[src/rtl/raster_pkg.sv]
package raster_pkg;

    localparam logic [2:0] ADDR_CTRL  = 3'd0;
    localparam logic [2:0] ADDR_HBEG  = 3'd1;
    localparam logic [2:0] ADDR_HEND  = 3'd2;
    localparam logic [2:0] ADDR_FIRST = 3'd3;
    localparam logic [2:0] ADDR_LAST  = 3'd4;
    localparam logic [2:0] ADDR_VOFF  = 3'd5;

    localparam logic [1:0] SEL_VSYNC = 2'd0;
    localparam logic [1:0] SEL_FIELD = 2'd1;
    localparam logic [1:0] SEL_SEQ   = 2'd2;

    typedef struct packed {
        logic        std60;
        logic        slave;
        logic        nonint;
        logic        trim_long;
        logic [1:0]  seq_sel;
        logic [1:0]  r1_sel;
        logic        in_pol;
        logic        r1_inv;
        logic        r2_inv;
        logic        hblank_en;
        logic [10:0] hstart;
        logic [10:0] hstop;
        logic [8:0]  first_line;
        logic [8:0]  last_line;
        logic [4:0]  voff;
    } raster_cfg_t;

endpackage

[src/rtl/raster_cfg.sv]
module raster_cfg
    import raster_pkg::*;
(
    input  logic        clk,
    input  logic        rst_n,
    input  logic        wr_en,
    input  logic [2:0]  wr_addr,
    input  logic [15:0] wr_data,
    output raster_cfg_t cfg
);

    raster_cfg_t cfg_d, cfg_q;

    always_comb begin
        cfg_d = cfg_q;
        if (wr_en) begin
            case (wr_addr)
                ADDR_CTRL: begin
                    cfg_d.std60     = wr_data[0];
                    cfg_d.slave     = wr_data[1];
                    cfg_d.nonint    = wr_data[2];
                    cfg_d.trim_long = wr_data[3];
                    cfg_d.seq_sel   = wr_data[5:4];
                    cfg_d.r1_sel    = wr_data[7:6];
                    cfg_d.in_pol    = wr_data[8];
                    cfg_d.r1_inv    = wr_data[9];
                    cfg_d.r2_inv    = wr_data[10];
                    cfg_d.hblank_en = wr_data[11];
                end
                ADDR_HBEG:  cfg_d.hstart     = wr_data[10:0];
                ADDR_HEND:  cfg_d.hstop      = wr_data[10:0];
                ADDR_FIRST: cfg_d.first_line = wr_data[8:0];
                ADDR_LAST:  cfg_d.last_line  = wr_data[8:0];
                ADDR_VOFF:  cfg_d.voff       = wr_data[4:0];
                default: ;
            endcase
        end
    end

    always_ff @(posedge clk) begin
        if (!rst_n) cfg_q <= '0;
        else        cfg_q <= cfg_d;
    end

    assign cfg = cfg_q;

endmodule

[src/rtl/raster_count.sv]
module raster_count
    import raster_pkg::*;
#(
    parameter int LINE_50  = 1728,
    parameter int LINE_60  = 1716,
    parameter int FRAME_50 = 625,
    parameter int FRAME_60 = 525,
    parameter int HW       = 11,
    parameter int VW       = 10
) (
    input  logic          clk,
    input  logic          rst_n,
    input  raster_cfg_t   cfg,
    input  logic          rcv_in,
    output logic [HW-1:0] hcnt,
    output logic [VW-1:0] vhl,
    output logic [3:0]    fld,
    output logic          slave_hit
);

    typedef struct packed {
        logic [HW-1:0] h;
        logic [VW-1:0] v;
        logic [3:0]    f;
        logic          in_q;
        logic          prev_q;
    } cnt_t;

    cnt_t s_d, s_q;
    logic [HW-1:0] len_m1, half_m1;
    logic [VW-1:0] flen_m1;
    logic [3:0]    seq_m1;
    logic          tick, hit;
    int            fbase;

    always_comb begin
        len_m1  = cfg.std60 ? HW'(LINE_60 - 1)     : HW'(LINE_50 - 1);
        half_m1 = cfg.std60 ? HW'(LINE_60 / 2 - 1) : HW'(LINE_50 / 2 - 1);
        fbase   = cfg.std60 ? FRAME_60 : FRAME_50;
        if (cfg.nonint) fbase = cfg.trim_long ? fbase + 1 : fbase - 1;
        flen_m1 = VW'(fbase - 1);
        case (cfg.seq_sel)
            2'd0:    seq_m1 = 4'd3;
            2'd1:    seq_m1 = 4'd7;
            default: seq_m1 = 4'd11;
        endcase

        hit  = cfg.slave & s_q.in_q & ~s_q.prev_q;
        tick = (s_q.h == half_m1) || (s_q.h >= len_m1);

        s_d        = s_q;
        s_d.in_q   = rcv_in ^ cfg.in_pol;
        s_d.prev_q = s_q.in_q;
        s_d.h      = (s_q.h >= len_m1) ? '0 : s_q.h + 1'b1;
        if (hit) begin
            s_d.v = VW'(cfg.voff);
        end else if (tick) begin
            if (s_q.v >= flen_m1) begin
                s_d.v = '0;
                s_d.f = (s_q.f >= seq_m1) ? 4'd0 : s_q.f + 4'd1;
            end else begin
                s_d.v = s_q.v + 1'b1;
            end
        end
    end

    always_ff @(posedge clk) begin
        if (!rst_n) s_q <= '0;
        else        s_q <= s_d;
    end

    assign hcnt      = s_q.h;
    assign vhl       = s_q.v;
    assign fld       = s_q.f;
    assign slave_hit = hit;

endmodule

[src/rtl/raster_out.sv]
module raster_out
    import raster_pkg::*;
#(
    parameter int VS_50 = 5,
    parameter int VS_60 = 6,
    parameter int HW    = 11,
    parameter int VW    = 10
) (
    input  logic          clk,
    input  logic          rst_n,
    input  raster_cfg_t   cfg,
    input  logic [HW-1:0] hcnt,
    input  logic [VW-1:0] vhl,
    input  logic [3:0]    fld,
    output logic          rcv1_out,
    output logic          rcv2_out
);

    typedef struct packed {
        logic r1;
        logic r2;
    } out_t;

    out_t o_d, o_q;
    logic vsync, field_flag, seq_mark, sel_val, hpulse;
    int   line_idx;

    always_comb begin
        vsync      = int'(vhl) < (cfg.std60 ? VS_60 : VS_50);
        field_flag = ~cfg.nonint & fld[0];
        seq_mark   = (fld == 4'd0);
        case (cfg.r1_sel)
            SEL_FIELD: sel_val = field_flag;
            SEL_SEQ:   sel_val = seq_mark;
            default:   sel_val = vsync;
        endcase

        line_idx = int'(vhl >> 1);
        hpulse   = (int'(hcnt) >= int'(cfg.hstart)) && (int'(hcnt) < int'(cfg.hstop));
        if (cfg.hblank_en &&
            ((line_idx < int'(cfg.first_line)) || (line_idx > int'(cfg.last_line))))
            hpulse = 1'b0;

        o_d.r1 = sel_val ^ cfg.r1_inv;
        o_d.r2 = hpulse ^ cfg.r2_inv;
    end

    always_ff @(posedge clk) begin
        if (!rst_n) o_q <= '0;
        else        o_q <= o_d;
    end

    assign rcv1_out = o_q.r1;
    assign rcv2_out = o_q.r2;

endmodule

[src/rtl/raster_timer.sv]
module raster_timer
    import raster_pkg::*;
#(
    parameter int LINE_50  = 1728,
    parameter int LINE_60  = 1716,
    parameter int FRAME_50 = 625,
    parameter int FRAME_60 = 525,
    parameter int VS_50    = 5,
    parameter int VS_60    = 6
) (
    input  logic        clk,
    input  logic        rst_n,
    input  logic        wr_en,
    input  logic [2:0]  wr_addr,
    input  logic [15:0] wr_data,
    input  logic        rcv_in,
    output logic        rcv1_out,
    output logic        rcv2_out
);

    localparam int LMAX = (LINE_50 > LINE_60) ? LINE_50 : LINE_60;
    localparam int FMAX = (FRAME_50 > FRAME_60) ? FRAME_50 : FRAME_60;
    localparam int HW   = $clog2(LMAX);
    localparam int VW0  = $clog2(FMAX + 2);
    localparam int VW   = (VW0 < 5) ? 5 : VW0;

    raster_cfg_t   cfg_q;
    logic [HW-1:0] hcnt;
    logic [VW-1:0] vhl;
    logic [3:0]    fld;
    logic          slave_hit;

    raster_cfg u_cfg (
        .clk     (clk),
        .rst_n   (rst_n),
        .wr_en   (wr_en),
        .wr_addr (wr_addr),
        .wr_data (wr_data),
        .cfg     (cfg_q)
    );

    raster_count #(
        .LINE_50 (LINE_50), .LINE_60 (LINE_60),
        .FRAME_50(FRAME_50), .FRAME_60(FRAME_60),
        .HW      (HW), .VW (VW)
    ) u_count (
        .clk       (clk),
        .rst_n     (rst_n),
        .cfg       (cfg_q),
        .rcv_in    (rcv_in),
        .hcnt      (hcnt),
        .vhl       (vhl),
        .fld       (fld),
        .slave_hit (slave_hit)
    );

    raster_out #(
        .VS_50 (VS_50), .VS_60 (VS_60),
        .HW    (HW), .VW (VW)
    ) u_out (
        .clk      (clk),
        .rst_n    (rst_n),
        .cfg      (cfg_q),
        .hcnt     (hcnt),
        .vhl      (vhl),
        .fld      (fld),
        .rcv1_out (rcv1_out),
        .rcv2_out (rcv2_out)
    );

endmodule

[config.mk]
export PLATFORM = sky130hd
export DESIGN_NAME = raster_timer
export DESIGN_NICKNAME = d
export VERILOG_FILES = /design/src/rtl/raster_pkg.sv /design/src/rtl/raster_cfg.sv /design/src/rtl/raster_count.sv /design/src/rtl/raster_out.sv /design/src/rtl/raster_timer.sv
export SDC_FILE = /design/constraint.sdc
export NUM_CORES = 1
export LEC_CHECK = 0
export ABC_AREA = 1
export BUFFER_PORTS_ARGS = -buffer_cell sky130_fd_sc_hd__buf_4
export CAP_MARGIN = 10
export CORE_MARGIN = 2
export CORE_UTILIZATION = 40
export CTS_CLUSTER_SIZE = 40
export DETAILED_ROUTE_END_ITERATION = 10
export GPL_TIMING_DRIVEN = 0
export PLACE_DENSITY = 0.54
export SLEW_MARGIN = 20
export SYNTH_ARGS = -nofsm -noshare
export SYNTH_HDL_FRONTEND = slang
export SYNTH_SLANG_ARGS = --single-unit
[constraint.sdc]
create_clock -name clk -period 2.85 [get_ports clk]
set_input_delay 0.57 -clock clk [delete_from_list [all_inputs] [get_ports clk]]
set_output_delay 0.57 -clock clk [all_outputs]
set_load 0.1 [all_outputs]
==> impl_metrics.tcl, run 1 <==
set metrics [dict create \
    status "finished, final reports clean" \
    hold_viol_final 0 \
    drc 0 \
    worst_slack_ps 363 \
    fin_tns_setup_ps 0 \
    highest_layer "met4" \
    die_h_um 116 \
    path_delay_family "simple AND/OR/NAND/NOR gates" \
    fin_crit_sh_pct 87.3 \
    avgSynthCellArea_um2 7.12 \
    nets 812 \
    cp-start-kind "register" \
    relSlewSlack_pct 58.0 \
    grt_max_degree 14 \
    pwr-share-comb_pct 10.1 \
    syn_nets 781 \
    grt_use_total_pct 21.1 \
    synth-seq-area-share_pct 34.6 \
    yosys_warnings 0 \
    swShare_pct 24.7 \
    switchingPower_mw 0.686 \
    preCtsSetupSlack_ps 328 \
    required_ps 3130 \
    post_cts_buffers 0 \
    fmax_ghz 0.402 \
    p_per_area_nw_per_um2 493 \
    drtIter0Drc 345 \
    slew_viol_final 0 \
    cts-root-buf "clkbuf_16" \
    post_cts_resized 0 \
    cp_common_cell "nor2_1" \
    dr_wl_met2_um 5700 \
    rsz0062_at_grt "false" \
    start_util_pct 41.2 \
    syn-cell-area_um2 4970 \
    io_buffers 20 \
    rows 40 \
    syn_inst 699 \
    clk_latency_ps 350 \
    firstDrtPassIters 4 \
    die_area_um2 13300 \
    drv_cap 0 \
    p_int_mw 2.09 \
    seqPwrFrac_pct 45.3 \
    synthArstFlopShare_pct 0 \
    crit_buf_inv 2 \
    met1_length_um 6580 \
    design.core.area_um2 12100 \
    timing_worst_slew_pin_value_ps 625 \
    wirelength_um 13000 \
    ys_ff_latch 86 \
    vias_per_cell 5.00 \
    synth-edff-count 0 \
    cpMaxStageDelayCell "dfxtp_1" \
    slowest_delay_ps 600 \
    grt_remaining_overflow 0 \
    p_leak_nw 2.47 \
    synth.most_common_cell "nand2_1" \
    end_kind "register" \
    cts_buffers 9 \
    yosysUniqueCellTypes 34 \
    cp.arrival_ps 2770 \
    critPathKind "register to register" \
    vdd_ir_drop_max_mv 0.224 \
    antenna_cells 0 \
    postRouteAntennaNets 0 \
    path_max_fanout 10 \
    htreeDepth 3 \
    fillers 1246 \
    vias 4512 \
    synth_largest_area_cell "dfxtp_1" \
    gp_congestion 0.812 \
    wl_met3_um 536 \
    grt_pass1_wl_um 21400 \
    cts_tree "done" \
    antenna_found_initial 0 \
    yosys-top-cells-area "dfxtp_1 (35%), ha_1 (15%), nand2_1 (8.8%)" \
    drive_gt1_share_pct 7.63 \
    die_w_um 116 \
    clock_skew_ps 5.02 \
    clockBufferDepth 2 \
    cts_hold_buf 0 \
    area_growth_pct 13.4 \
    hold_path.class "register to register" \
    finalSetupViolCount 0 \
    clk_pin_slew_worst_paths_ps 60 \
    synth_common_cells "nand2_1 (116), inv_1 (99), nor2_1 (92)" \
    synth_top_area_share_pct 34.6 \
    grt_pass1_vias 4275 \
    path_cells "inv_1 -> ha_1 -> nand2_1 -> ha_1 -> nand2_1 -> nor2_1 -> a21oi_1 -> nand3_2 -> inv_2 -> nand2_1 -> nor2_1 -> nor2_1 -> nor2_1" \
    wire_per_inst_um 14.4 \
    io_pins 25 \
    fin_crit_ps 2490 \
    cts_sinks 86 \
    hpwl_um 10100 \
    clkPwrFrac_pct 44.5 \
    synth_flop_cell "dfxtp_1" \
]
layout make-up:
class / instances / area, µm² / share of cell area (%)
Clock inverter: 5 / 75.1 / 1.33
Tap cell: 168 / 210 / 3.73
Sequential cell: 86 / 1720 / 30.5
Clock buffer: 10 / 229 / 4.06
Buffer: 16 / 72.6 / 1.29
Inverter: 105 / 394 / 6.99
Timing Repair Buffer: 20 / 150 / 2.66
Multi-Input combinational cell: 492 / 2790 / 49.4
worst reg2reg max path, delay by kind of cell (launching register included):
family          cells  cell delay [ps]
compound gates      1              170
fa+ha+maj           2              480
buf+inv             2              420
flops               1              600
simple gates        8              760
per-stage QoR:
stage	hold WS (ps)	total power, mW	cell area (µm²)	cells	utilization, %
2_1_floorplan	407	1.47	4970	699	-
3_3_place_gp	413	1.56	5330	887	44.2
3_5_place_dp	417	1.57	5330	887	44.2
4_1_cts	427	2.81	5640	902	46.7
5_1_grt	445	2.91	5640	902	46.7
6_report	425	2.78	5640	902	46.7
power groups by stage:
stage	Combinational [mW]	Sequential [mW]	Clock, mW
floorplan	0.161	1.31	0
global placement	0.277	1.29	0
detailed placement	0.283	1.29	0
CTS	0.285	1.26	1.26
global route	0.324	1.26	1.32
finish	0.282	1.26	1.24
layout by cell type (no fill, tap or decap), types with 3 or more instances in the layout:
cell type	n
nor3_1	10
a21o_1	4
ha_1	59
clkbuf_16	9
nand2_1	116
clkbuf_1	15
nor2_1	92
nor3b_1	4
nand3_1	24
o21ai_0	61
buf_4	20
o21a_1	3
nand4_1	15
xor2_1	4
nand3b_1	3
a21oi_1	71
inv_1	99
xnor2_1	5
dfxtp_1	86
clkinv_2	3
nand2_2	3
nor2_2	4
inv_2	5
routing by layer:
metal  global-route usage, %  up-vias
li1                        -     2347
met1                    29.7     2074
met2                    32.9       76
met3                    3.35       15
met4                    7.07        0
met5                       0        -
flip-flops by register name, indices dropped and copies added (netlist names):
register and cells:
u_cfg.cfg 57, u_count.hcnt 11, u_count.vhl 10, u_count.fld 4, u_count.s_d 1, u_count.s_q 1, u_out.rcv1_out 1, u_out.rcv2_out 1
worst paths after layout:
| kind | startpoint | to | slack (ps) | cells past startpoint |
|---|---|---|---|---|
| max | u_cfg.cfg[56] | u_count.vhl[3] | 360 | 13 |
| min | u_count.s_d[0] | u_count.s_q[0] | 420 | 2 |
| max reg2reg | u_cfg.cfg[56] | u_count.vhl[3] | 360 | 13 |
| min reg2reg | u_count.s_d[0] | u_count.s_q[0] | 420 | 2 |
cells by family after synthesis:
group	Yosys count	share of synthesized area [%]
AO/OA/AOI/OAI	145	15.2
XOR/XNOR	9	1.58
adder cells (fa/ha/maj)	59	14.8
buffers and inverters	121	9.38
flip-flops	86	34.6
AND/OR/NAND/NOR	279	24.4
No activity file was read; power rests on OpenSTA's default activity.
==> run 2: changes to the inputs <==
CORE_ASPECT_RATIO = 2   (was default)
CORE_MARGIN = 1.5   (was 2)
==> run 2 against run 1 <==
Against the previous run:
- largest power group unchanged
- sequential power about the same
- sequential share of layout area is 0.15 points higher
- final cell count down 2.2%
- critical path type unchanged
- global-route usage grew 1.7 points
- highest routed layer unchanged
- clock-buffer cell count increased by 3
- worst setup slack improved by 44 ps
- non-clock buffer count stayed put
- via count rose by 1.2%
- utilization fell by 0.47 points
- flip-flop and latch count is the same
==> impl_metrics.tcl, run 2 (synthesis gave the netlist of run 1 again) <==
set metrics [dict create \
    post_cts_resized 0 \
    vias 4565 \
    cp.arrival_ps 2720 \
    fin_crit_ps 2440 \
    vdd_ir_drop_max_mv 0.363 \
    grt_pass1_vias 4440 \
    hpwl_um 11200 \
    io_pins 25 \
    start_util_pct 41.0 \
    cts-root-buf "clkbuf_16" \
    firstDrtPassIters 5 \
    die_area_um2 13200 \
    path_cells "inv_1 -> ha_1 -> inv_1 -> ha_1 -> nand2_1 -> nor2_1 -> nand3_1 -> nand3_2 -> inv_2 -> nand2_1 -> nor2_1 -> nor2_1 -> nor2_1" \
    layout_common_cells "nand2_1 (116), inv_1 (99), nor2_1 (92)" \
    clk_latency_ps 340 \
    drv_cap 0 \
    slowest_delay_ps 610 \
    p_per_area_nw_per_um2 491 \
    clk_pin_slew_worst_paths_ps 70 \
    die_h_um 161 \
    io_buffers 20 \
    finalPower_mw 2.76 \
    antenna_found_initial 0 \
    vias_per_cell 5.18 \
    timing_worst_slew_pin_value_ps 569 \
    grt_pass1_wl_um 22200 \
    postRouteAntennaNets 0 \
    clockBufferDepth 2 \
    cpMaxStageDelayCell "dfxtp_1" \
    cts_hold_buf 0 \
    nets 812 \
    drtIter0Drc 215 \
    grt_remaining_overflow 0 \
    finalSetupViolCount 0 \
    cts_buffers 9 \
    area_growth_pct 12.8 \
    grt_max_degree 14 \
    status "finished, final reports clean" \
    antenna_cells 0 \
    design.core.area_um2 12100 \
    fmax_ghz 0.409 \
    use_met2_pct 42.4 \
    cp_common_cell "nor2_1" \
    hold_path.class "register to register" \
    final_area_um2 5610 \
    required_ps 3130 \
    drc 0 \
    rsz0062_at_grt "false" \
    met3_usage_pct 3.30 \
    cts_tree "done" \
    critPathKind "register to register" \
    drive_gt1_share_pct 7.62 \
    grt.busiest_layer "met2" \
    relSlewSlack_pct 62.1 \
    htreeDepth 3 \
    p_leak_nw 2.47 \
    rows 57 \
    grt_use_total_pct 22.8 \
    grtUsageMet1_pct 23.6 \
    fin_tns_setup_ps 0 \
    die_w_um 81.8 \
    post_cts_buffers 0 \
    clock_skew_ps 6.35 \
    path_max_fanout 10 \
    end_kind "register" \
    wire_per_inst_um 15.9 \
    cp-start-kind "register" \
    wirelength_um 14000 \
    cts_sinks 86 \
    fin_crit_sh_pct 85.7 \
    largest_reg_flops 57 \
    final_common_cell "nand2_1" \
    gp_congestion 0.964 \
    slew_viol_final 0 \
    hold_viol_final 0 \
    place_area_um2 5310 \
]
-- run 2: per-stage QoR --
step	worst slack (ps)	hold WS (ps)	utilization (%)	std cells
finish	408	425	46.3	882
global route	113	437	46.3	882
CTS	386	429	46.3	882
detailed placement	401	419	43.8	866
global placement	399	414	43.8	866
floorplan	937	407	-	699
-- run 2: critical path, delay by kind of cell (launching register included) --
| family | cells | cell delay, ps |
|---|---|---|
| fa+ha+maj | 2 | 610 |
| buf+inv | 3 | 440 |
| flops | 1 | 610 |
| simple gates | 8 | 720 |
-- run 2: per-layer routing --
layer	vias up	wire length, µm
met5	-	0
met4	0	614
met3	32	475
met2	106	7800
met1	2095	5100
li1	2332	-
-- run 2: final cells by class --
class                   instances  area (µm²)
fillers                      1293        6510
clock inverters                 3        42.5
plain buffers                  16        72.6
clock buffers                  13         260
multi-input cells             492        2790
flip-flops and latches         86        1720
repair buffers                 20         150
inverters                     105         394
well taps                     147         184
-- run 2: final timing paths --
check / from / end / slack (ps) / cells after the start
min: u_count.s_d[0] / u_count.s_q[0] / 420 / 2
max: u_cfg.cfg[56] / u_count.vhl[3] / 410 / 13
max reg2reg: u_cfg.cfg[56] / u_count.vhl[3] / 410 / 13
min reg2reg: u_count.s_d[0] / u_count.s_q[0] / 420 / 2
-- run 2: power breakdown --
group | leakage (nW) | switching, mW | internal [mW]
sequential | 0.698 | 0.0207 | 1.24
combinational | 1.62 | 0.192 | 0.0965
clock | 0.146 | 0.480 | 0.727
total | 2.47 | 0.692 | 2.06
